$ cat src/rtl/sad_pkg.sv
package sad_pkg;

    // Controller states of the engine
    typedef enum logic [2:0] {
        ST_IDLE   = 3'd0,
        ST_INIT   = 3'd1,
        ST_CHECK  = 3'd2,
        ST_ACCUM  = 3'd3,
        ST_FINISH = 3'd4
    } sad_state_e;

    // Datapath command bundle issued by the controller
    typedef struct packed {
        logic idx_clr;
        logic idx_inc;
        logic sum_clr;
        logic sum_add;
        logic res_load;
        logic rd_en;
    } sad_cmd_t;

endpackage

$ cat src/rtl/sad_ctrl.sv
module sad_ctrl
    import sad_pkg::*;
#(
    parameter int ENTRIES = 256,
    parameter int IDX_W   = $clog2(ENTRIES) + 1
) (
    input  logic             clk,
    input  logic             rst_n,
    input  logic             start_i,
    input  logic [IDX_W-1:0] idx_i,
    output sad_cmd_t         cmd_o
);

    localparam logic [IDX_W-1:0] IDX_LIMIT = IDX_W'(ENTRIES);

    sad_state_e state_q;
    sad_state_e state_d;
    logic       more_left;

    // The index is compared with the entry count only in the check state
    assign more_left = (idx_i < IDX_LIMIT);

    // State register
    always_ff @(posedge clk or negedge rst_n) begin
        if (!rst_n) begin
            state_q <= ST_IDLE;
        end else begin
            state_q <= state_d;
        end
    end

    // Transition logic
    always_comb begin
        state_d = state_q;
        unique case (state_q)
            ST_IDLE:   if (start_i) state_d = ST_INIT;
            ST_INIT:   state_d = ST_CHECK;
            ST_CHECK:  state_d = more_left ? ST_ACCUM : ST_FINISH;
            ST_ACCUM:  state_d = ST_CHECK;
            ST_FINISH: state_d = ST_IDLE;
            default:   state_d = ST_IDLE;
        endcase
    end

    // Command outputs, decoded from the current state only
    always_comb begin
        cmd_o = '0;
        unique case (state_q)
            ST_IDLE: begin
            end
            ST_INIT: begin
                cmd_o.idx_clr = 1'b1;
                cmd_o.sum_clr = 1'b1;
            end
            ST_CHECK: begin
            end
            ST_ACCUM: begin
                cmd_o.rd_en   = 1'b1;
                cmd_o.sum_add = 1'b1;
                cmd_o.idx_inc = 1'b1;
            end
            ST_FINISH: begin
                cmd_o.res_load = 1'b1;
            end
            default: begin
            end
        endcase
    end

endmodule

$ cat src/rtl/sad_index.sv
module sad_index #(
    parameter int IDX_W = 9
) (
    input  logic             clk,
    input  logic             rst_n,
    input  logic             clr_i,
    input  logic             inc_i,
    output logic [IDX_W-1:0] idx_o
);

    logic [IDX_W-1:0] idx_q;

    always_ff @(posedge clk or negedge rst_n) begin
        if (!rst_n) begin
            idx_q <= '0;
        end else if (clr_i) begin
            idx_q <= '0;
        end else if (inc_i) begin
            idx_q <= idx_q + IDX_W'(1);
        end
    end

    assign idx_o = idx_q;

endmodule

$ cat src/rtl/sad_absdiff.sv
module sad_absdiff #(
    parameter int PIX_W = 8
) (
    input  logic [PIX_W-1:0] a_i,
    input  logic [PIX_W-1:0] b_i,
    output logic [PIX_W-1:0] mag_o
);

    localparam int DW = PIX_W + 1;

    logic signed [DW-1:0] diff;
    logic signed [DW-1:0] pos;

    // One extra bit of width: every unsigned pair fits as a signed difference
    always_comb begin
        diff  = $signed({1'b0, a_i}) - $signed({1'b0, b_i});
        pos   = diff[DW-1] ? -diff : diff;
        mag_o = pos[PIX_W-1:0];
    end

endmodule

$ cat src/rtl/sad_accum.sv
module sad_accum #(
    parameter int PIX_W = 8,
    parameter int SUM_W = 32
) (
    input  logic             clk,
    input  logic             rst_n,
    input  logic             clr_i,
    input  logic             add_i,
    input  logic             load_i,
    input  logic [PIX_W-1:0] mag_i,
    output logic [SUM_W-1:0] result_o,
    output logic             done_o
);

    localparam int PAD_W = SUM_W - PIX_W;

    logic [SUM_W-1:0] sum_q;
    logic [SUM_W-1:0] res_q;
    logic             done_q;

    // Running total
    always_ff @(posedge clk or negedge rst_n) begin
        if (!rst_n) begin
            sum_q <= '0;
        end else if (clr_i) begin
            sum_q <= '0;
        end else if (add_i) begin
            sum_q <= sum_q + {{PAD_W{1'b0}}, mag_i};
        end
    end

    // Result register and completion pulse, both loaded on the same edge
    always_ff @(posedge clk or negedge rst_n) begin
        if (!rst_n) begin
            res_q  <= '0;
            done_q <= 1'b0;
        end else begin
            done_q <= load_i;
            if (load_i) begin
                res_q <= sum_q;
            end
        end
    end

    assign result_o = res_q;
    assign done_o   = done_q;

endmodule

$ cat src/rtl/sad_engine.sv
module sad_engine
    import sad_pkg::*;
#(
    parameter int PIX_W   = 8,
    parameter int ENTRIES = 256,
    parameter int SUM_W   = 32,
    parameter int IDX_W   = $clog2(ENTRIES) + 1
) (
    input  logic             clk,
    input  logic             rst_n,
    input  logic             start_i,
    output logic [IDX_W-1:0] rd_addr_o,
    output logic             rd_en_o,
    input  logic [PIX_W-1:0] pix_a_i,
    input  logic [PIX_W-1:0] pix_b_i,
    output logic [SUM_W-1:0] sad_o,
    output logic             done_o
);

    sad_cmd_t         cmd;
    logic [IDX_W-1:0] idx;
    logic [PIX_W-1:0] mag;

    sad_ctrl #(
        .ENTRIES (ENTRIES),
        .IDX_W   (IDX_W)
    ) u_ctrl (
        .clk     (clk),
        .rst_n   (rst_n),
        .start_i (start_i),
        .idx_i   (idx),
        .cmd_o   (cmd)
    );

    sad_index #(
        .IDX_W (IDX_W)
    ) u_index (
        .clk   (clk),
        .rst_n (rst_n),
        .clr_i (cmd.idx_clr),
        .inc_i (cmd.idx_inc),
        .idx_o (idx)
    );

    sad_absdiff #(
        .PIX_W (PIX_W)
    ) u_absdiff (
        .a_i   (pix_a_i),
        .b_i   (pix_b_i),
        .mag_o (mag)
    );

    sad_accum #(
        .PIX_W (PIX_W),
        .SUM_W (SUM_W)
    ) u_accum (
        .clk      (clk),
        .rst_n    (rst_n),
        .clr_i    (cmd.sum_clr),
        .add_i    (cmd.sum_add),
        .load_i   (cmd.res_load),
        .mag_i    (mag),
        .result_o (sad_o),
        .done_o   (done_o)
    );

    assign rd_addr_o = idx;
    assign rd_en_o   = cmd.rd_en;

endmodule

$ cat config.mk
export PLATFORM = sky130hd
export DESIGN_NAME = sad_engine
export DESIGN_NICKNAME = d
export VERILOG_FILES = /design/src/rtl/sad_pkg.sv /design/src/rtl/sad_ctrl.sv /design/src/rtl/sad_index.sv /design/src/rtl/sad_absdiff.sv /design/src/rtl/sad_accum.sv /design/src/rtl/sad_engine.sv
export SDC_FILE = /design/constraint.sdc
export NUM_CORES = 1
export LEC_CHECK = 0
export BUFFER_PORTS_ARGS = -buffer_cell sky130_fd_sc_hd__buf_2
export CAP_MARGIN = 40
export CORE_AREA = 2 2 74 111
export DETAILED_ROUTE_END_ITERATION = 10
export DIE_AREA = 0 0 76 113
export GPL_TIMING_DRIVEN = 0
export PLACE_DENSITY = 0.73
export SYNTH_ARGS = -nofsm -noshare
export SYNTH_HDL_FRONTEND = slang
export SYNTH_SLANG_ARGS = --single-unit
$ cat constraint.sdc
create_clock -name clk -period 2.5 [get_ports clk]
set_input_delay 0.375 -clock clk [delete_from_list [all_inputs] [get_ports clk]]
set_output_delay 0.375 -clock clk [all_outputs]
set_load 0.02 [all_outputs]
==> out/metrics.csv <==
metric;value;unit
die_x;76;µm
wl_per_cell;16.7;µm
critPathRequiredTime;2.77;ns
synth_cell_types;41;
slew_headroom;0.536;
drt_first_iter_violations;183;
syn_inst;397;
seq_power_share;0.315;
insertion_delay;0.34;ns
fmax;0.280;GHz
powerDensity;960;nW/µm²
yosys.area.top_type_share;0.472;
fin_nets;534;
muxShareOfSynthArea;0.0983;
grt_max_degree;67;
min_period;3.57;ns
setup_ws;-1.07;ns
gp_congestion;0.857;
synth_top_family_by_area;simple AND/OR/NAND/NOR gates;
leakage;2.69;nW
grt_pass1_wl;15700;µm
drc;0;
hpwl;6390;µm
p_int;3.41;mW
overflow;0;
synth-xor-area-share;0.0557;
antenna_found_initial;0;
fp.dieH;113;µm
ys_seq_area_frac;0.472;
synth_compound_area_frac;0.124;
path_clk_slew;0.06;ns
avgSynthCellArea;10.3;µm²
drt-total-wl;10000;µm
ios;62;
row_count;39;
first_global_vias;3409;
ys_top_cells_by_area;dfrtp_1, mux2_2, ha_1, nand2_1, xor2_1;
core;7560;µm²
start_kind;primary input;
whs;0.389;ns
firstDrtPassIters;4;
clock_skew;0.00494;ns
cts.sinks;77;
synth_most_common_cell;dfrtp_1;
clockRootBuffer;clkbuf_16;
port_buffers;61;
timing.final.hold_violations;0;
tns;-26.33;ns
setup_viol;31;
period_share;1.43;
cts_buffers;9;
peakVddDrop;0.543;mV
synthAdderAreaFrac;0.0710;
hp-class;in -> reg;
p_sw_frac;0.348;
syn_nets;438;
p_comb_frac;0.399;
worstMarginPinSlew;0.696;ns
rsz0062_at_grt;true;
switchingPower;1.82;mW
yosys_warnings;0;
synthToLayoutAreaGrowth;33.3;%
post-synth-top-area-cell;dfrtp_1;
status;finished, violations left;
hold_depth;3;
cap_violations;0;
crit_arrival;3.84;ns
violations;negative setup slack;
initial_utilization;0.540;
via_count;3434;
cts.path.max_buffers;2;
ant_nets;0;
synth_seq_cells;77;
synth_common_cells;dfrtp_1, nand2_1, mux2_2, nor2_1, o21ai_0;
ys.flop_type;dfrtp_1;
cp_max_fo;6;
slew_violations;0;
antenna_cells;0;
grtUsageTotal;0.232;
htreeDepth;3;
clock_power_share;0.286;
yosys.area_share.simple;0.149;
rr_worst_depth;6;
async_flop_share;1.00;
synth_edf_count;0;
crit_type;in -> reg;
cts_tree;yes;
syn_area;4090;µm²
crit_path_end_kind;flip-flop;
via_per_inst;5.72;
drive_gt1_frac;0.384;
dieArea;8590;µm²
[cells in the final DEF, fill, tap and decap left out, types with 5 or more instances in the layout]
master,synthesis,final
dfrtp_1,77,77
buf_2,2,61
nand2_1,42,38
mux2_2,33,32
nor2_1,27,25
buf_4,1,18
inv_1,20,17
ha_1,20,15
xor2_1,14,14
a21oi_1,23,13
o21ai_1,0,12
o211ai_1,10,10
o21ai_0,24,9
clkbuf_16,0,9
a21oi_2,0,8
or3_1,9,8
and3_1,8,7
nand4_1,7,7
xnor2_1,12,6
nand3_1,6,6
clkbuf_1,7,6
or4_1,7,6
a21o_1,6,5
xnor2_2,0,5
[critical path, cell delays in order]
cell	delay (ns)
buf_8	0.11
inv_12	0.04
ha_4	0.11
inv_2	0.03
fa_2	0.36
a211oi_4	0.29
o21ai_1	0.10
a21o_1	0.18
a21o_4	0.25
buf_4	0.14
a31oi_4	0.14
xnor2_1	0.10
ha_1	0.37
nand2_1	0.10
a21oi_2	0.19
o211ai_1	0.19
buf_4	0.21
or4_1	0.47
nand2_1	0.07
[flip-flops by register name (all words and copies together) (netlist names)]
name              cells
u_accum.sum_q        32
u_accum.done_o        1
u_ctrl.state_q        3
u_index.idx_o         9
u_accum.result_o     32
[power groups by stage]
stage,Sequential (mW),Clock (mW),Combinational [mW]
finish,1.65,1.50,2.09
detailed placement,1.64,0,1.42
CTS,1.62,1.51,1.76
global placement,1.64,0,1.37
floorplan,1.64,0,1.04
global route,1.67,1.58,2.28
[what timing repair did]
item	CTS	global route
pin swaps	36	23
hold buffers	1	0
gates resized for setup	31	28
endpoints found under the setup margin	33	34
buffers inserted	17	5
endpoints found under the hold margin	11	0
gates cloned	1	1
[layout make-up]
type / instances / area [µm²]
Buffer: 11 / 51.3
Clock buffer: 10 / 239
Clock inverter: 6 / 110
Fill cell: 528 / 2110
Inverter: 20 / 87.6
Multi-Input combinational cell: 290 / 2370
Sequential cell: 77 / 1930
Tap cell: 102 / 128
Timing Repair Buffer: 84 / 538
[cells by family after synthesis]
family                     count (synthesis)
muxes                                     36
AOI/OAI and AO/OA                         82
DFF                                       77
buffers and inverters                     31
and+or+nand+nor                          123
adders and majority gates                 22
xor gates and xnor gates                  26
[metrics by stage]
stage / worst slack [ns] / cells / total power [mW] / utilization / instance area [µm²]
2_1_floorplan: -0.905 / 397 / 2.69 / - / 4180
3_3_place_gp: -1.71 / 560 / 3.01 / 0.610 / 4610
3_5_place_dp: -1.80 / 562 / 3.06 / 0.615 / 4650
4_1_cts: -0.949 / 595 / 4.90 / 0.695 / 5260
5_1_grt: -1.21 / 600 / 5.52 / 0.720 / 5450
6_report: -1.07 / 600 / 5.23 / 0.720 / 5450
[worst paths after layout]
path                                     start                    to  slack, ns
setup / recovery                    pix_a_i[0]     u_accum.sum_q[22]      -1.07
hold / removal                         start_i     u_ctrl.state_q[0]       0.39
setup reg to reg             u_ctrl.state_q[2]     u_accum.sum_q[17]       0.03
hold reg to reg            u_accum.result_o[3]   u_accum.result_o[3]       0.50
max in group asynchronous                rst_n  u_accum.result_o[16]       1.51
min in group asynchronous                rst_n      u_index.idx_o[5]       0.43
[metal layers]
layer | share of wire | track usage | vias to the layer above
met5 | 0 | 0 | -
met2 | 0.57 | 0.443 | 103
met4 | 0.038 | 0.118 | 0
met1 | 0.36 | 0.241 | 1700
li1 | - | - | 1604
met3 | 0.032 | 0.0455 | 27
Power figures use the tool's default switching activity.
